[src/rtl/srb_pkg.sv]
package srb_pkg;

    typedef enum logic [3:0] {
        OP_RLC  = 4'd0,
        OP_RRC  = 4'd1,
        OP_RL   = 4'd2,
        OP_RR   = 4'd3,
        OP_SLA  = 4'd4,
        OP_SRA  = 4'd5,
        OP_SWAP = 4'd6,
        OP_SRL  = 4'd7,
        OP_RLCA = 4'd8,
        OP_RRCA = 4'd9,
        OP_RLA  = 4'd10,
        OP_RRA  = 4'd11,
        OP_BIT  = 4'd12,
        OP_RES  = 4'd13,
        OP_SET  = 4'd14,
        OP_NONE = 4'd15
    } srb_op_e;

    typedef enum logic [2:0] {
        CL_PREF,
        CL_ACC,
        CL_TEST,
        CL_MODIFY,
        CL_IDLE
    } srb_class_e;

    typedef struct packed {
        logic z;
        logic n;
        logic h;
        logic c;
    } srb_flags_t;

endpackage

[src/rtl/srb_shifter.sv]
module srb_shifter #(
    parameter int WIDTH = 8
) (
    input  logic [2:0]       kind,
    input  logic [WIDTH-1:0] din,
    input  logic             cin,
    output logic [WIDTH-1:0] dout,
    output logic             cout
);
    localparam int HALF = WIDTH / 2;

    always_comb begin
        unique case (kind)
            3'd0: begin dout = {din[WIDTH-2:0], din[WIDTH-1]}; cout = din[WIDTH-1]; end
            3'd1: begin dout = {din[0], din[WIDTH-1:1]};       cout = din[0];       end
            3'd2: begin dout = {din[WIDTH-2:0], cin};          cout = din[WIDTH-1]; end
            3'd3: begin dout = {cin, din[WIDTH-1:1]};          cout = din[0];       end
            3'd4: begin dout = {din[WIDTH-2:0], 1'b0};         cout = din[WIDTH-1]; end
            3'd5: begin dout = {din[WIDTH-1], din[WIDTH-1:1]}; cout = din[0];       end
            3'd6: begin dout = {din[HALF-1:0], din[WIDTH-1:HALF]}; cout = 1'b0;     end
            default: begin dout = {1'b0, din[WIDTH-1:1]};      cout = din[0];       end
        endcase
    end
endmodule

[src/rtl/srb_bitops.sv]
module srb_bitops #(
    parameter int WIDTH = 8,
    localparam int IDX_W = $clog2(WIDTH)
) (
    input  logic [1:0]       mode,
    input  logic [IDX_W-1:0] idx,
    input  logic [WIDTH-1:0] din,
    output logic [WIDTH-1:0] dout,
    output logic             picked
);
    logic [WIDTH-1:0] sel;

    for (genvar i = 0; i < WIDTH; i++) begin : g_sel
        assign sel[i] = (idx == IDX_W'(i));
    end

    assign picked = |(din & sel);

    always_comb begin
        unique case (mode)
            2'd1:    dout = din & ~sel;
            2'd2:    dout = din | sel;
            default: dout = din;
        endcase
    end
endmodule

[src/rtl/srb_flag_gen.sv]
module srb_flag_gen
    import srb_pkg::*;
#(
    parameter int WIDTH = 8
) (
    input  srb_class_e       cls,
    input  logic [WIDTH-1:0] res,
    input  logic             sh_cout,
    input  logic             cin,
    input  logic             picked,
    output srb_flags_t       flags,
    output logic [3:0]       mask,
    output logic             we
);
    logic res_zero;
    assign res_zero = (res == '0);

    always_comb begin
        flags = '{z: 1'b0, n: 1'b0, h: 1'b0, c: cin};
        mask  = 4'b0000;
        we    = 1'b0;
        unique case (cls)
            CL_PREF: begin
                flags.z = res_zero;
                flags.c = sh_cout;
                mask    = 4'b1111;
                we      = 1'b1;
            end
            CL_ACC: begin
                flags.c = sh_cout;
                mask    = 4'b1111;
                we      = 1'b1;
            end
            CL_TEST: begin
                flags.z = ~picked;
                flags.h = 1'b1;
                mask    = 4'b1110;
            end
            CL_MODIFY: begin
                we      = 1'b1;
            end
            default: begin
                we      = 1'b0;
            end
        endcase
    end
endmodule

[src/rtl/srb_unit.sv]
module srb_unit
    import srb_pkg::*;
#(
    parameter int WIDTH = 8,
    localparam int IDX_W = $clog2(WIDTH)
) (
    input  logic [3:0]       op_code,
    input  logic [IDX_W-1:0] bit_idx,
    input  logic [WIDTH-1:0] operand,
    input  logic             carry_in,
    output logic [WIDTH-1:0] result,
    output logic             flag_z,
    output logic             flag_n,
    output logic             flag_h,
    output logic             flag_c,
    output logic [3:0]       flag_mask,
    output logic             result_we
);
    srb_op_e          op;
    srb_class_e       cls;
    logic [WIDTH-1:0] sh_res;
    logic             sh_cout;
    logic [WIDTH-1:0] bo_res;
    logic             picked;
    srb_flags_t       flags;

    assign op = srb_op_e'(op_code);

    always_comb begin
        unique case (op)
            OP_RLC, OP_RRC, OP_RL, OP_RR,
            OP_SLA, OP_SRA, OP_SWAP, OP_SRL: cls = CL_PREF;
            OP_RLCA, OP_RRCA, OP_RLA, OP_RRA: cls = CL_ACC;
            OP_BIT:                           cls = CL_TEST;
            OP_RES, OP_SET:                   cls = CL_MODIFY;
            default:                          cls = CL_IDLE;
        endcase
    end

    srb_shifter #(.WIDTH(WIDTH)) i_shifter (
        .kind (op_code[2:0]),
        .din  (operand),
        .cin  (carry_in),
        .dout (sh_res),
        .cout (sh_cout)
    );

    srb_bitops #(.WIDTH(WIDTH)) i_bitops (
        .mode   (op_code[1:0]),
        .idx    (bit_idx),
        .din    (operand),
        .dout   (bo_res),
        .picked (picked)
    );

    always_comb begin
        unique case (cls)
            CL_PREF, CL_ACC: result = sh_res;
            CL_MODIFY:       result = bo_res;
            default:         result = operand;
        endcase
    end

    srb_flag_gen #(.WIDTH(WIDTH)) i_flag_gen (
        .cls     (cls),
        .res     (result),
        .sh_cout (sh_cout),
        .cin     (carry_in),
        .picked  (picked),
        .flags   (flags),
        .mask    (flag_mask),
        .we      (result_we)
    );

    assign flag_z = flags.z;
    assign flag_n = flags.n;
    assign flag_h = flags.h;
    assign flag_c = flags.c;
endmodule

[config.mk]
export PLATFORM = sky130hd
export DESIGN_NAME = srb_unit
export DESIGN_NICKNAME = d
export VERILOG_FILES = /design/src/rtl/srb_pkg.sv /design/src/rtl/srb_shifter.sv /design/src/rtl/srb_bitops.sv /design/src/rtl/srb_flag_gen.sv /design/src/rtl/srb_unit.sv
export SDC_FILE = /design/constraint.sdc
export NUM_CORES = 1
export LEC_CHECK = 0
export ABC_CLOCK_PERIOD_IN_PS = 5000
export BUFFER_PORTS_ARGS = -buffer_cell sky130_fd_sc_hd__buf_2
export CAP_MARGIN = 20
export CORE_MARGIN = 5
export CORE_UTILIZATION = 25
export DETAILED_ROUTE_END_ITERATION = 12
export MAX_ROUTING_LAYER = met4
export PLACE_DENSITY = 0.56
export SLEW_MARGIN = 20
export SYNTH_ARGS = -nofsm -noshare
export SYNTH_HDL_FRONTEND = slang
export SYNTH_SLANG_ARGS = --single-unit
[constraint.sdc]
create_clock -name vclk -period 5
set_input_delay 0.25 -clock vclk [all_inputs]
set_output_delay 0.25 -clock vclk [all_outputs]
set_load 0.05 [all_outputs]
==> results of run 1 <==
-- logic make-up (layout without fill, tap and decap cells) --
| kind of cell | Yosys count | count (layout) | share of synthesized area [%] |
|---|---|---|---|
| buf+inv | 23 | 41 | 12.7 |
| fa+ha+maj | 6 | 6 | 8.12 |
| compound gates | 52 | 52 | 43.0 |
| simple gates | 50 | 50 | 30.9 |
| other cells | 1 | 1 | 0.406 |
| mux | 2 | 2 | 4.87 |
-- metrics by stage --
stage | hold WS [ns] | total power, mW
after floorplan | 0.778 | 0.119
after global placement | 0.952 | 0.156
after detailed placement | 0.953 | 0.155
after CTS | 0.954 | 0.155
after global routing | 0.993 | 0.167
final | 0.955 | 0.155
-- per-layer routing --
| metal | part of all wire, % | routed length [um] | global-route usage [%] | vias to the layer above |
|---|---|---|---|---|
| li1 | - | - | - | 555 |
| met1 | 44 | 1380 | 16.6 | 519 |
| met2 | 46 | 1460 | 20.4 | 68 |
| met3 | 9.6 | 303 | 0.994 | 2 |
| met4 | 0.44 | 14 | 1.67 | 0 |
| met5 | 0 | 0 | - | - |
-- worst paths after layout --
| path | start | endpoint | slack, ns | cells after the start |
|---|---|---|---|---|
| worst max-delay path | op_code[0] | flag_z | 1.86 | 10 |
| worst min-delay path | operand[4] | result[3] | 0.96 | 4 |
-- cell usage after synthesis, types with 3 or more instances --
library cell	instances
nor2b_1	4
a21oi_1	11
a22o_1	5
or3b_1	4
o21ai_0	3
ha_1	6
inv_1	8
buf_2	3
nor2_1	9
nand3_1	4
a221oi_1	5
clkbuf_1	5
a32o_1	4
nor3_1	4
buf_4	3
nand2_1	11
-- report_power, final --
part           internal [mW]  total [mW]  switching [mW]
Sequential                 0           0               0
Clock                      0           0               0
Combinational         0.0475       0.155           0.108
-- tightest hold or removal path: cells and delay by family --
family	cells	cell delay [ns]
AND/OR/NAND/NOR	2	0.11
buffers and inverters	2	0.34
-- layout make-up --
class                      count  area share, %
tap                           48           5.63
timing repair buffer          32           15.0
inverter                       9           3.64
multi-input combinational    111           75.7
==> results list, run 1 <==
- Sum of net half-perimeters after detailed placement: 2420 um
- Buf+Inv Stages, Crit Path: 3
* Top area cells in the synthesized netlist: ha_1 8.1%, a21oi_1 6.0%, mux4_2 4.9%
- Timing would allow up to 318 MHz.
- Largest fanout of any net on the critical path: 23
- The number of global-route vias before repair is 1091.
* Post-placement cell area: 0.00107 sq mm
- Yosys printed 0 warnings.
* Pins Over Slew Limit: 0
- CLK BUF: 0
* Area growth, synth to finish: 15.3%
- The region available for standard cell placement spans between 0.003 and 0.004 sq mm.
- For this run the aggregate overflow at the end of global routing stands at 0.
* Fin cells: 200
- The first TritonRoute pass finished after 4 iterations.
- The worst-case IR drop observed on VDD is roughly 0.033 mV.
- The min-delay analysis places its worst path in the category input port to output pin.
* Maximum capacitance violations: 0
* Port-buffer cells: 32
* DRC Markers: 0
- The first routing iteration left 170 violations.
* Share of post-route cells with drive strength above 1: 25.7%
* Slowest CP cell: ha_1
- The run finished with clean final reports.
* Total detailed-routing wirelength: 3160 um
- Counting the fill cells in the layout gives between 400 and 500.
- The count of endpoints failing hold in the final timing report came to 0.
* Worst Slack Setup Final: 1.86 ns
* Synth cell types: 51
- Minimum clock period after layout: between 3 and 4 ns
* Total number of nets in the final design: 176
- The library cell used most frequently in the layout, excluding fill and tap cells, is buf_2.
* Ports placed on the boundary: 33
- DR vias: 1144
- Transition at the pin with the smallest max-transition slack: 0.789 ns
* Worst path required time: roughly 4.8 ns
- Library cell occupying the most area in the post-synthesis netlist: ha_1
- Effective utilization at floorplan: 25.4%
- The worst pin sits at a relative slew slack of 47.4%.
- On the worst path, the slowest cell contributes a delay of 0.67 ns.
* Overall die height: 70.8 um
- Most prevalent standard cell on the critical path: buf_2
- Entering global routing, the biggest net connects 24 pins.
- Cells fill between 20% and 30% of the core in the end.
* Part of the Yosys area used for sequential elements: 0%
- The first global-routing pass estimated roughly 5000 um of wire.
- Critical path type: input port to output pin
- In the global route stage, overall resource usage came out at 12.3%.
- Cell class contributing the biggest share of worst-path delay: compound AO/OA/AOI/OAI gates
- In the final timing run, aggregate negative setup slack is 0 ns.
- Floorplan die area: 0.00501 sq mm
- The sequential cells in the finished layout cover a total of 0 sq um.
* Wirelength per Cell: 15.8 um
- In this run, post-CTS hold repair placed 0 buffers.
- The signal on the critical path passes through buf_2 -> inv_1 -> ha_1 -> o21bai_1 -> a21o_1 -> a22o_1 -> a211o_1 -> or3b_1 -> o31ai_2 -> buf_2.
* Remaining antenna violation count after routing: 0
- Final sequential cell count: 0
* Finished layout cell area: approximately 0.0011 sq mm
- The floorplan has 22 rows.
* Count of endpoints failing setup in the final report: 0
- Summing all multi-input logic gate instances after layout gives ~810 sq um.
* Pre-CTS WS: about 1.9 ns
* Via/cell ratio: 5.72
- RSZ-0062 raised after global routing: no
- In the layout the commonest cells are 32 x buf_2, 11 x nand2_1, 11 x a21oi_1.
- In this run the static leakage power is about 0.46 nW.
* Gates resized, CTS repair: 0
* Post-Place Cells: 200
- The congestion estimate from routability-driven global placement came to between 0.9 and 1.
* Startpoint type of the worst setup path: input port
- Critical Path AT: roughly 2.9 ns
- Setup fix buffers added after clock tree synthesis: 0
* Kind of end point of the critical path: output pin
- The average instance in the mapped netlist occupies 6.90 sq um.
* Cell area after technology mapping: 925 sq um
- After synthesis, the largest area contributor takes up under 10% of total cell area.
* Mapped Cells: 134
- For this design the ratio of total power to cell area is 146 mW/mm^2.
* Initial antenna violation count: 0
- Number of antenna cells inserted: 0
- When the netlist entered floorplanning its net count stood at 156.
* Ratio of final minimum period to clock period: 62.9%
- The floorplan step set the die width to 70.8 um.
No activity file was read; power rests on OpenSTA's default activity.
==> run 2, diff against run 1 <==
--- a/config.mk
+++ b/config.mk
@@ -5,7 +5,7 @@
 export SDC_FILE = /design/constraint.sdc
 export NUM_CORES = 1
 export LEC_CHECK = 0
-export ABC_CLOCK_PERIOD_IN_PS = 5000
+export ABC_CLOCK_PERIOD_IN_PS = 3190
 export BUFFER_PORTS_ARGS = -buffer_cell sky130_fd_sc_hd__buf_2
 export CAP_MARGIN = 20
 export CORE_MARGIN = 5
==> constraint.sdc (replaced) <==
create_clock -name vclk -period 3.19
set_input_delay 0.1595 -clock vclk [all_inputs]
set_output_delay 0.1595 -clock vclk [all_outputs]
set_load 0.05 [all_outputs]
==> run 2 against run 1 <==
Sequential cell count did not move. Critical path type unchanged. Worst setup slack got worse by 1.4 ns. Sequential share of layout area did not move. Power rose by 59%. First-iteration DRC count rose by 19%. Non-clock buffer count rose by 4.
==> results list, run 2 (synthesized netlist as in run 1, its figures left out) <==
- The nature of the critical path endpoint is an output pin (unchanged).
- The x dimension of the die was 70.8 um (unchanged).
- The terminating pin of the worst hold path is result[3] (unchanged).
- The worst min-delay path category was input port to output pin (unchanged).
- Port-buffer cells: 32 (unchanged)
* Post-layout util: 30.3% (was 29.3%)
- The fraction of layout instances using a drive strength above 1 came to 28.2% (was 25.7%).
- RSZ-0062 raised after global routing: no (unchanged)
* Final-layout worst hold slack: 0.771 ns (was 0.955 ns)
* DRC Markers: 0 (unchanged)
- Max VDD drop: 0.0537 mV (was 0.0330 mV)
* Floorplan die area: 0.00501 sq mm (unchanged)
* CLK BUF: 0 (unchanged)
* Finished layout cell area: 0.00110 sq mm (was 0.00107 sq mm)
* Final sequential cell count: 0 (unchanged)
- Post-Place Cells: 204 (was 200)
* Total power of the final layout: 0.248 mW (was 0.155 mW)
- The worst hold path cell count was 4 (unchanged).
- The worst-case headroom to the max-slew limit came to 66.4% (was 47.4%).
- Number of antenna cells inserted: 0 (unchanged)
* Highest achievable clock rate: 367 MHz
- The area added between synthesis and finish came to 19.2% (was 15.3%).
- The number of global-route vias before repair was 1128 (was 1091).
- Worst path required time: 3.03 ns (was 4.75 ns)
- Gates resized, CTS repair: 0 (unchanged)
- Worst hold path startpoint: operand[4] (unchanged)
* Pins Over Slew Limit: 0 (unchanged)
- DR vias: 1154 (was 1144)
- Number of violations reported at the end of detailed-routing iteration 0: 203 (was 170)
- The worst path setup slack after routing is 0.462 ns (was 1.86 ns).
- Transition at the pin with the smallest max-transition slack: 0.498 ns (was 0.789 ns)
* Overall die height: 70.8 um (unchanged)
* Count of endpoints failing setup in the final report: 0 (unchanged)
- Remaining antenna violation count after routing: 0 (unchanged)
* Initial antenna violation count: 0 (unchanged)
- Pre-CTS WS: 0.457 ns (was 1.86 ns)
* Outcome: finished, final reports clean (unchanged)
- Sequential cell area: 0 sq um (unchanged)
- The most frequent standard cell in the layout excluding fill and tap cells was buf_2 (unchanged).
* CTS Hold Bufs: 0 (unchanged)
- The first-pass iteration count of the detailed router was 4 (unchanged).
- Total overflow reported by the global router: 0 (unchanged)
- The wire length reported by the detailed router came to 3120 um (was 3160 um).
- Row count: 22 (unchanged)
- The post-detailed-route wirelength per cell is 15.3 um (was 15.8 um).
- Total global-route track usage: 12.7% (was 12.3%)
- Maximum capacitance violations: 0 (unchanged)
* Effective utilization at floorplan: 25.4% (unchanged)
* Top library cells by usage in the layout, fill and taps aside: 32 x buf_2, 11 x nand2_1, 11 x a21oi_1 (unchanged)
- The maximum number of pins on one net before global-route repair is 16 (was 24).
- Setup fix buffers added after clock tree synthesis: 0 (unchanged)
* Fin. Hold Viols: 0 (unchanged)
- Ratio of final minimum period to clock period: approximately 86%
- Wire length of the first global-routing pass: 5390 um (was 5150 um)
- Fin cells: 204 (was 200)
- Setup_tns: 0 ns (unchanged)
- The half-perimeter wire length after detailed placement is 2450 um (was 2420 um).
- The weighted congestion at the end of routability-driven global placement came to 0.857 (was 0.918).
- The core box area came to 0.00363 sq mm (unchanged).
* Startpoint type of the worst setup path: input port (unchanged)
- Leakage power: 0.476 nW (was 0.455 nW)
* Post-placement cell area: 0.00110 sq mm (was 0.00107 sq mm)
* Minimum clock period after layout: around 2.7 ns
- The total number of nets in the final design is 180 (was 176).
* Ports placed on the boundary: 33 (unchanged)
- Via/cell ratio: 5.66 (was 5.72)
- The power density over cell area is 225 mW/mm^2 (was 146 mW/mm^2).
- The startpoint-to-endpoint class of the critical path is input port to output pin (unchanged).
- Critical Path AT: 2.57 ns (was 2.89 ns)
* Largest fanout of any net on the critical path: 5 (was 23)
==> run 2: cell count changes in the layout (fill, tap and decap cells not counted) <==
cell / previous run / this run
buf_4: 0 / 4
nor4_1: 1 / 0
nor4_2: 0 / 1
==> run 2: metal layers <==
metal  up-vias  share of wire [%]  GRT usage [%]
li1        565                  -              -
met3         2                8.1           1.14
met1       531                 44           17.6
met4         0               0.74           2.71
met2        56                 47           20.2
met5         -                  0              -
==> run 2: final cells by class <==
class                      instances  area [sq um]
fill                             411          2530
timing repair buffer              36           190
tap                               48          60.1
inverter                           9          38.8
multi-input combinational        111           813
==> run 2: critical path, stage by stage <==
cell	delay [ns]
buf_2	0.13
inv_1	0.07
ha_1	0.29
nor3b_2	0.33
nor2_1	0.18
a22o_1	0.26
a211o_1	0.27
or3b_1	0.36
o31ai_2	0.23
buf_2	0.29
==> run 2: where the power goes <==
group / switching, mW / internal, mW / total, mW / leakage [nW]
logic: 0.170 / 0.0778 / 0.248 / 0.476
clock network: 0 / 0 / 0 / 0
registers: 0 / 0 / 0 / 0
total: 0.170 / 0.0778 / 0.248 / 0.476
==> run 2: worst max path at each step <==
stage | startpoint | slack, ns | cells past startpoint | end
6_report | op_code[0] | 0.46 | 10 | flag_z
5_1_grt | op_code[0] | 0.32 | 11 | flag_z
4_1_cts | op_code[0] | 0.46 | 10 | flag_z
3_5_place_dp | op_code[0] | 0.46 | 10 | flag_z
3_3_place_gp | op_code[0] | 0.45 | 11 | flag_z
2_1_floorplan | op_code[1] | 0.12 | 8 | flag_z
